<file path="config.mk">
export PLATFORM = sky130hd
export DESIGN_NAME = extclk_bypass_ctrl
export DESIGN_NICKNAME = d
export VERILOG_FILES = /design/src/rtl/byp_pkg.sv /design/src/rtl/byp_sel_reg.sv /design/src/rtl/byp_sync.sv /design/src/rtl/extclk_bypass_ctrl.sv
export SDC_FILE = /design/constraint.sdc
export NUM_CORES = 1
export LEC_CHECK = 0
export BUFFER_PORTS_ARGS = -buffer_cell sky130_fd_sc_hd__buf_2
export CORE_MARGIN = 2
export CORE_UTILIZATION = 35
export CTS_CLUSTER_DIAMETER = 30
export DETAILED_ROUTE_END_ITERATION = 12
export GPL_TIMING_DRIVEN = 1
export HOLD_SLACK_MARGIN = 0.06
export PLACE_DENSITY = 0.83
export SLEW_MARGIN = 5
export SYNTH_ARGS = -nofsm -noshare
export SYNTH_HDL_FRONTEND = slang
export SYNTH_SLANG_ARGS = --single-unit
export TNS_END_PERCENT = 50
</file>
<file path="constraint.sdc">
create_clock -name clk_i -period 1.1 [get_ports clk_i]
set_input_delay 0.055 -clock clk_i [delete_from_list [all_inputs] [get_ports clk_i]]
set_output_delay 0.055 -clock clk_i [all_outputs]
set_load 0.01 [all_outputs]
</file>
<file path="src/rtl/byp_pkg.sv">
package byp_pkg;
  localparam int unsigned CodeW = 4;
  typedef logic [CodeW-1:0] code_t;
  localparam code_t CodeOn  = 4'b1010;
  localparam code_t CodeOff = 4'b0101;

  function automatic logic is_on(code_t c);
    return c == CodeOn;
  endfunction

  function automatic code_t to_code(logic b);
    return b ? CodeOn : CodeOff;
  endfunction
endpackage

</file>
<file path="src/rtl/byp_sel_reg.sv">
module byp_sel_reg
  import byp_pkg::*;
(
  input  logic  clk_i,
  input  logic  rst_ni,
  input  logic  wr_en_i,
  input  logic  wr_addr_i,
  input  code_t wr_data_i,
  output code_t sel_o,
  output logic  wen_o
);
  code_t sel_d, sel_q;
  logic  wen_d, wen_q;
  logic  sel_we, wen_clr;

  always_comb begin
    sel_we  = wr_en_i && !wr_addr_i && wen_q;
    wen_clr = wr_en_i && wr_addr_i && !wr_data_i[0];
    sel_d   = sel_we ? wr_data_i : sel_q;
    wen_d   = wen_clr ? 1'b0 : wen_q;
  end

  always_ff @(posedge clk_i or negedge rst_ni) begin
    if (!rst_ni) begin
      sel_q <= CodeOff;
      wen_q <= 1'b1;
    end else begin
      sel_q <= sel_d;
      wen_q <= wen_d;
    end
  end

  assign sel_o = sel_q;
  assign wen_o = wen_q;

  // locked selection register ignores writes
  a_r6_locked_hold: assert property (@(posedge clk_i) disable iff (!rst_ni)
    (!wen_q && wr_en_i && !wr_addr_i) |=> $stable(sel_q));
  // once cleared, write enable stays cleared
  a_r5_wen_sticky: assert property (@(posedge clk_i) disable iff (!rst_ni)
    !wen_q |=> !wen_q);
  // enabled write lands exactly
  a_r7_write_lands: assert property (@(posedge clk_i) disable iff (!rst_ni)
    (wen_q && wr_en_i && !wr_addr_i) |=> sel_q == $past(wr_data_i));
endmodule

</file>
<file path="src/rtl/byp_sync.sv">
module byp_sync
  import byp_pkg::*;
#(
  parameter int unsigned Stages = 2
) (
  input  logic  clk_i,
  input  logic  rst_ni,
  input  code_t d_i,
  output code_t q_o
);
  code_t stage_q [Stages];

  for (genvar s = 0; s < Stages; s++) begin : g_stage
    code_t stage_d;
    if (s == 0) begin : g_first
      assign stage_d = d_i;
    end else begin : g_next
      assign stage_d = stage_q[s-1];
    end
    always_ff @(posedge clk_i or negedge rst_ni) begin
      if (!rst_ni) stage_q[s] <= CodeOff;
      else         stage_q[s] <= stage_d;
    end
  end

  assign q_o = stage_q[Stages-1];
endmodule

</file>
<file path="src/rtl/extclk_bypass_ctrl.sv">
module extclk_bypass_ctrl
  import byp_pkg::*;
#(
  parameter int unsigned SyncStages = 2
) (
  input  logic                 clk_i,
  input  logic                 rst_ni,
  input  logic                 wr_en_i,
  input  logic                 wr_addr_i,
  input  logic [CodeW-1:0]     wr_data_i,
  output logic [CodeW-1:0]     rd_sel_o,
  output logic                 rd_wen_o,
  input  logic [CodeW-1:0]     lc_byp_req_i,
  input  logic [CodeW-1:0]     lc_dbg_en_i,
  input  logic [CodeW-1:0]     scan_mode_i,
  input  logic [CodeW-1:0]     ana_ack_i,
  output logic [CodeW-1:0]     ana_req_o,
  output logic [CodeW-1:0]     lc_ack_o,
  output logic [CodeW-1:0]     step_down_o
);
  code_t sel_q;
  code_t ack_sync;
  logic  req_d, req_q;

  byp_sel_reg u_sel (
    .clk_i     (clk_i),
    .rst_ni    (rst_ni),
    .wr_en_i   (wr_en_i),
    .wr_addr_i (wr_addr_i),
    .wr_data_i (wr_data_i),
    .sel_o     (sel_q),
    .wen_o     (rd_wen_o)
  );

  byp_sync #(.Stages(SyncStages)) u_ack_sync (
    .clk_i  (clk_i),
    .rst_ni (rst_ni),
    .d_i    (ana_ack_i),
    .q_o    (ack_sync)
  );

  always_comb begin
    req_d = is_on(lc_byp_req_i) || (is_on(sel_q) && is_on(lc_dbg_en_i));
  end

  always_ff @(posedge clk_i or negedge rst_ni) begin
    if (!rst_ni) req_q <= 1'b0;
    else         req_q <= req_d;
  end

  assign rd_sel_o    = sel_q;
  assign ana_req_o   = to_code(req_q);
  assign lc_ack_o    = to_code(is_on(ack_sync) && is_on(lc_byp_req_i));
  assign step_down_o = to_code(is_on(ack_sync) && !is_on(scan_mode_i));

  // lifecycle request forces bypass
  a_r1_lc_req: assert property (@(posedge clk_i) disable iff (!rst_ni)
    is_on(lc_byp_req_i) |=> ana_req_o == CodeOn);
  // qualified software selection forces bypass
  a_r2_sw_sel: assert property (@(posedge clk_i) disable iff (!rst_ni)
    (rd_sel_o == CodeOn && lc_dbg_en_i == CodeOn) |=> ana_req_o == CodeOn);
  // no cause, no request
  a_r3_no_req: assert property (@(posedge clk_i) disable iff (!rst_ni)
    (lc_byp_req_i != CodeOn && !(rd_sel_o == CodeOn && lc_dbg_en_i == CodeOn))
      |=> ana_req_o == CodeOff);
  // outputs carry only legal codes
  a_r4_legal_out: assert property (@(posedge clk_i) disable iff (!rst_ni)
    (ana_req_o == CodeOn || ana_req_o == CodeOff) &&
    (step_down_o == CodeOn || step_down_o == CodeOff) &&
    (lc_ack_o == CodeOn || lc_ack_o == CodeOff));
  // scan mode vetoes step-down
  a_r9_scan_veto: assert property (@(posedge clk_i) disable iff (!rst_ni)
    scan_mode_i == CodeOn |-> step_down_o == CodeOff);
  // lifecycle acknowledge needs a lifecycle request
  a_r10_lc_ack_gate: assert property (@(posedge clk_i) disable iff (!rst_ni)
    lc_byp_req_i != CodeOn |-> lc_ack_o == CodeOff);
endmodule

</file>
Yosys cells after proc, flatten, opt, wreduce, memory -nomap -nowiden

Index checks and enable logic that the tools add are counted.
W data, S select, Z words.

Flip-flop bits (word level): 14
Bits of input ports: 24
Output and inout port bits: 17
Logic and storage cells: 24

Equal/unequal tests: 5
Muxes and demuxes: 3
Reduce and logical (&&, ||, !) cells: 11

Operators by type and width:

| cell                 | count |
|---|---|
| $eq A4 B4 Y1 const B | 5 |
| $mux W4              | 3 |
| $logic_and A1 B1 Y1  | 7 |
| $logic_not A1 Y1     | 3 |
| $logic_or A1 B1 Y1   | 1 |

Depth between registers and ports, before layout

Gate-level depths: netlist of run 1.

Word-level depth: 4
Depth in mapped cells: 3
Mapped depth without buffers: 2

Hierarchy

From an unflattened synthesis of run 1, not the netlist that was laid out.

Cell total of the unflattened synthesis: 39
Area, all modules: 590.6 um^2

Modules (own cells, without submodules):

| module             | times used | cells each | area an instance (um^2) | sequential area each (um^2) |
|---|---|---|---|---|
| byp_sel_reg        | 1          | 12         | 220.2                   | 128.9 |
| byp_sync           | 1          | 8          | 205.2                   | 205.2 |
| extclk_bypass_ctrl | 1          | 19         | 165.2                   | 25.0 |

Worst setup path before layout of run 1

OpenSTA, ideal clock, no wires.

Kind: reg2out
Start point: register u_ack_sync.stage_q, in the netlist u_ack_sync.q_o[0]
End point: output port step_down_o[3]
Arrival time: 1.052 ns
Required time: 1.045 ns
Path slack: -0.007 ns
Stages on the path, launching flop included: 4
Path buffers: 1
Cell sequence: dfstp_2 and4bb_2 and2_1 buf_4

Longest elaborated chain between the ends: 3

RTL lines:

| element                          | RTL line                 | source |
|---|---|---|
| start: declaration               | byp_sync.sv:11           | `code_t stage_q [Stages];` |
| start signal: indexed assignment | byp_sync.sv:21           | `if (!rst_ni) stage_q[s] <= CodeOff;` |
| start signal: indexed assignment | byp_sync.sv:22           | `else stage_q[s] <= stage_d;` |
| $eq A4 B4 Y1                     | byp_pkg.sv:8             | `return c == CodeOn;` |
| $logic_and A1 B1 Y1              | extclk_bypass_ctrl.sv:54 | `assign step_down_o = to_code(is_on(ack_sync) && !is_on(scan_mode_i));` |
| $mux W4                          | byp_pkg.sv:12            | `return b ? CodeOn : CodeOff;` |
| end: declaration                 | extclk_bypass_ctrl.sv:19 | `output logic [CodeW-1:0] step_down_o` |

No other way between the ends.

Final worst setup path of run 1

Start point: register u_ack_sync.stage_q, in the netlist u_ack_sync.q_o[0]
End point: output port step_down_o[1]

Same word-level chain as after synthesis.

==> metrics.csv, run 1 <==
metric,value,unit
run status,finished with violations,
failing checks,negative setup slack,
CP Max Fanout,4,
I/O pins,41,
switching share of power,19.2,%
routed len/inst,10.9,µm
Area growth syn-to-layout,54.9,%
Crit-path slowest cell,dfstp_2,
Final setup violation count,10,
initial antenna violation count,0,
Worst slew margin,81.4,%
Cells after Synth,39,
clk sinks,14,
synthesized cell area,591,µm²
layout cells sized above 1,70.6,%
Int Pwr,804,µW
total CTS buffers,3,
slowest cell delay on critical path,0.51,ns
Core Rows,14,
WP buf/inv,1,
DP HPWL,862,µm
met2 Track Usage GR,21.4,%
"Largest delay share family, worst path",flip-flops,
Via-to-Cell Ratio,4.42,
final net count,110,
placed insts,88,
DR DRC count,0,
Worst-Skew Late Latency,0.27,ns
die area,2030,µm²
CTS tree,yes,
M1 GR Usage,11.7,%
Final Max Tran Viols,0,
"critical path, cell by cell",and4bb_2 -> and2_4 -> buf_6,
Max-cap violations,0,
busiest grt layer,met2,
grt ovf,0,
clock transition at the registers of the reported paths,0.08,ns
final-layout fill cell count,129,
IO Port Bufs,40,
total power,995,µW
core area,1540,µm²
syn_nets,63,
Tmin final,1.36,ns
die height,45.1,µm
Max clock buf depth,2,
main area contributors after synthesis,"dfstp_2 31%, dfrtp_1 30%, mux2_4 10%",
Logic pwr share,10.4,%
vias in the first global route,405,
final hold viol count,0,
Hold Path Class,in2reg,
post-synth cell types,13,
proportion of netlist area held by the largest area contributor,31.1,%
Pre-Repair DR Iteration Count,2,
post-route insts no fill,101,
cell taking the most area after synthesis,dfstp_2,
Final Skew,0.00588,ns
Reg power frac,54.3,%
clock group share of total power,35.4,%
met3 Resource Use GR,3.60,%
Die X,45.1,µm
most frequent cells in the layout,"36 x buf_2, 9 x dlygate4sd3_1, 7 x dfrtp_1, 7 x dfstp_2",
initial DRC count,1,
worst vdd ir,0.923,mV
gpl congestion,0.633,
"commonest non-fill, non-tap cell in the layout",buf_2,
Lkg Pwr,0.000487,µW
Overall Global Routing Usage,11.9,%
Net Sw Power,191,µW
RSZ-0062 raised after global routing,true,
Crit. End Element,output pin,
H-Tree Depth,1,
largest net degree at the start of global routing,15,
Syn Area/Cell,15.1,µm²
worst-margin pin slew,0.279,ns
fmax,736,MHz
effective utilization at floorplan,38.3,%
CP Class,reg2out,
n_diodes,0,
CP Launch Type,flip-flop,
Routed WL,1100,µm
crit path DAT,1.30,ns
register area share after synthesis,60.8,%
Pwr Density,1090,nW/µm²
Final ANT Viol Nets,0,
final setup margin,-0.258,ns
synthesized flop and latch total,14,
final period utilization,123,%
routed via count,446,
first-pass GRT wire length,1620,µm
CTS root buf,clkbuf_4,
Critical Path RT,1.04,ns
Ys Warns,0,
-- cell families (layout without fill, tap and decap cells) --
| group | Yosys count | count (layout) | synth area share (%) |
|---|---|---|---|
| DFF | 14 | 14 | 60.8 |
| and+or+nand+nor | 11 | 11 | 16.9 |
| buffers and inverters | 8 | 54 | 9.53 |
| muxes | 4 | 4 | 10.2 |
| AOI/OAI and AO/OA | 2 | 2 | 2.54 |
-- power by group through the flow --
stage                     clock (µW)  combinational (µW)  sequential (µW)
after floorplan                    0                24.7              548
final                            352                 103              540
after global placement             0                73.7              549
after CTS                        361                 104              541
after global routing             397                 113              542
after detailed placement           0                76.0              550
-- stage by stage --
| step | setup slack (ns) | TNS [ns] | area (µm²) | util, % | hold slack (ns) |
|---|---|---|---|---|---|
| floorplan | -0.00705 | -0.0254 | 591 | - | -0.241 |
| global placement | 0.0195 | 0 | 758 | 49.2 | -0.0546 |
| detailed placement | -0.00812 | -0.0149 | 758 | 49.2 | -0.0473 |
| CTS | -0.284 | -2.05 | 915 | 59.3 | 0.0603 |
| global route | -0.320 | -2.42 | 915 | 59.3 | 0.0754 |
| finish | -0.258 | -1.84 | 915 | 59.3 | 0.0665 |
-- Yosys cell counts --
cell       instances
dfstp_2            7
and2_1             2
nand3b_4           1
a21o_1             1
nand2_1            3
inv_1              1
o21a_1             1
nand4bb_1          1
dfrtp_1            7
buf_4              7
and4bb_2           2
nor4bb_1           2
mux2_4             4
-- worst reg2reg max path, delay by kind of cell (launching register included) --
kind / cells / cell delay, ns
multiplexers: 1 / 0.31
flip-flops: 1 / 0.57
AND/OR/NAND/NOR: 1 / 0.12
-- layer usage --
metal | up-vias | routed length (µm)
li1 | 218 | -
met1 | 195 | 445
met2 | 33 | 542
met3 | 0 | 112
met4 | 0 | 0
met5 | - | 0
-- final cells by class --
class / instances / area, µm² / area share, %
clock buffer: 4 / 36.3 / 3.97
inverter: 1 / 3.75 / 0.410
tap: 16 / 20.0 / 2.19
multi-input combinational: 17 / 180 / 19.7
sequential: 14 / 359 / 39.3
timing repair buffer: 49 / 315 / 34.5
-- flip-flops by register name (all words and copies together), names as in the netlist --
| register | count |
|---|---|
| u_sel.sel_o | 4 |
| u_ack_sync.q_o | 4 |
| u_sel.wen_o | 1 |
| req_q | 1 |
| u_ack_sync.g_stage.stage_d | 4 |
-- path summary, 6_finish.rpt --
kind	startpoint	endpoint	slack, ns	cells past startpoint
max	u_ack_sync.q_o[0]	step_down_o[1]	-0.26	3
min	wr_addr_i	u_sel.wen_o	0.07	3
max reg2reg	u_sel.wen_o	u_sel.sel_o[3]	-0.02	2
min reg2reg	u_ack_sync.g_stage[1].stage_d[3]	u_ack_sync.q_o[3]	0.34	0
max in group asynchronous	rst_ni	u_ack_sync.g_stage[1].stage_d[2]	0.63	2
min in group asynchronous	rst_ni	u_ack_sync.q_o[3]	0.19	2
-- timing repair --
action	in CTS	in global routing
resized for setup	6	0
buffers inserted	0	0
hold buffers	9	0
endpoints found under the setup margin	10	10
pin swaps	2	1
endpoints found under the hold margin	23	0
No activity file was read; power rests on OpenSTA's default activity.
==> run 2: changes to the inputs <==
- SETUP_SLACK_MARGIN: default -> 0.05
- clock period: 1.1 -> 1.2 ns (I/O delays scaled with it)
==> run 2 against run 1 <==
  * The flow still finishes with violations (negative setup slack)
  * Sequential cell count stayed put
  * Design area stayed put
  * Clock skew is 0.00087 ns higher
  * Count of clock-buffer cells in the layout stayed put
  * Total power is 8.3% lower
  * Cell count stayed put
  * Sequential power is 8.3% lower
==> metrics.csv, run 2 (same netlist as run 1, synthesis figures left out) <==
metric,value,unit
run status,finished with violations,
failing checks,negative setup slack,
effective utilization at floorplan,38.3,%
Final Skew,0.00675,ns
grt ovf,0,
switching share of power,19.2,%
slowest cell delay on critical path,0.51,ns
initial DRC count,0,
initial antenna violation count,0,
worst-margin pin slew,0.283,ns
CTS root buf,clkbuf_4,
Critical Path RT,1.14,ns
fmax,734,MHz
Worst-Skew Late Latency,0.27,ns
die height,45.1,µm
I/O pins,41,
core area,1540,µm²
Max-cap violations,0,
Overall Global Routing Usage,12.8,%
CP Max Fanout,4,
n_diodes,0,
post-route insts no fill,101,
WHS,0.0756,ns
"Design Area, Final",915,µm²
RSZ-0062 raised after global routing,true,
Worst slew margin,81.1,%
# Post-CTS Setup Buffers,0,
Die X,45.1,µm
Routed WL,1120,µm
final hold viol count,0,
Final Max Tran Viols,0,
total CTS buffers,3,
placed insts,88,
CP Launch Type,flip-flop,
worst vdd ir,0.732,mV
Final Core Density,59.3,%
clock group share of total power,35.3,%
Placement Cell Area,758,µm²
CP Class,reg2out,
Final ANT Viol Nets,0,
Int Pwr,737,µW
Crit-path slowest cell,dfstp_2,
Hold Path Class,in2reg,
Pre-Repair DR Iteration Count,1,
Reg power frac,54.3,%
Tmin final,1.36,ns
Core Rows,14,
most frequent cells in the layout,"36 x buf_2, 9 x dlygate4sd3_1, 7 x dfrtp_1, 7 x dfstp_2",
vias in the first global route,454,
Final setup violation count,8,
CTS tree,yes,
Pwr Density,998,nW/µm²
DR DRC count,0,
Crit. End Element,output pin,
IO Port Bufs,40,
first-pass GRT wire length,1800,µm
Place WS,0.0960,ns
Area growth syn-to-layout,54.9,%
final net count,110,
Max clock buf depth,2,
Logic pwr share,10.5,%
final setup margin,-0.162,ns
routed len/inst,11.1,µm
clock transition at the registers of the reported paths,0.07,ns
crit path DAT,1.30,ns
final period utilization,114,%
die area,2030,µm²
routed via count,463,
Net Sw Power,175,µW
H-Tree Depth,1,
layout cells sized above 1,70.6,%
gpl congestion,0.628,
clk sinks,14,
"commonest non-fill, non-tap cell in the layout",buf_2,
largest net degree at the start of global routing,15,
"critical path, cell by cell",and4bb_2 -> and2_4 -> buf_6,
Via-to-Cell Ratio,4.58,
Lkg Pwr,0.000487,µW
==> run 2: worst paths after layout <==
path	from	endpoint	slack, ns	cells after the start
min in group asynchronous	rst_ni	u_ack_sync.q_o[1]	0.19	2
worst min register to register	u_ack_sync.g_stage[1].stage_d[2]	u_ack_sync.q_o[2]	0.36	0
worst max-delay path	u_ack_sync.q_o[2]	lc_ack_o[1]	-0.16	3
max in group asynchronous	rst_ni	u_ack_sync.q_o[0]	0.73	2
worst max register to register	u_sel.wen_o	u_sel.sel_o[3]	0.10	2
worst min-delay path	wr_addr_i	u_sel.wen_o	0.08	3
==> run 2: final cells by class <==
type | instances | area [µm²]
Clock buffer | 4 | 36.3
Tap cell | 16 | 20.0
Inverter | 1 | 3.75
Fill cell | 129 | 627
Timing Repair Buffer | 49 | 315
Sequential cell | 14 | 359
Multi-Input combinational cell | 17 | 180
==> run 2: repair_timing <==
item / 4_1_cts / 5_1_grt
gates resized for setup: 6 / 0
hold buffers: 9 / 0
pin swaps: 1 / 1
endpoints found under the hold margin: 23 / 0
setup endpoints to repair: 8 / 10
==> run 2: power by group through the flow <==
stage | clock network, µW | registers, µW | logic, µW
after floorplan | 0 | 503 | 22.6
after global placement | 0 | 503 | 67.6
after detailed placement | 0 | 504 | 70.1
after CTS | 333 | 496 | 95.8
after global routing | 357 | 497 | 105
final | 322 | 495 | 95.4
==> run 2: worst max-delay path: cells and delay by family (launching register included) <==
kind / cells / cell delay (ns)
buffers and inverters: 1 / 0.11
DFF: 1 / 0.51
and+or+nand+nor: 2 / 0.41
==> run 2: per-stage QoR <==
stage | TNS, ns | power [µW]
2_1_floorplan | 0 | 525
3_3_place_gp | 0 | 571
3_5_place_dp | 0 | 574
4_1_cts | -1.13 | 924
5_1_grt | -1.51 | 958
6_report | -1.05 | 912
==> run 2: per-layer routing <==
metal  wire length [µm]  GRT usage (%)
met1                411           13.7
met2                581           22.6
met3                124           4.80
met4                  0           5.29
met5                  0              0
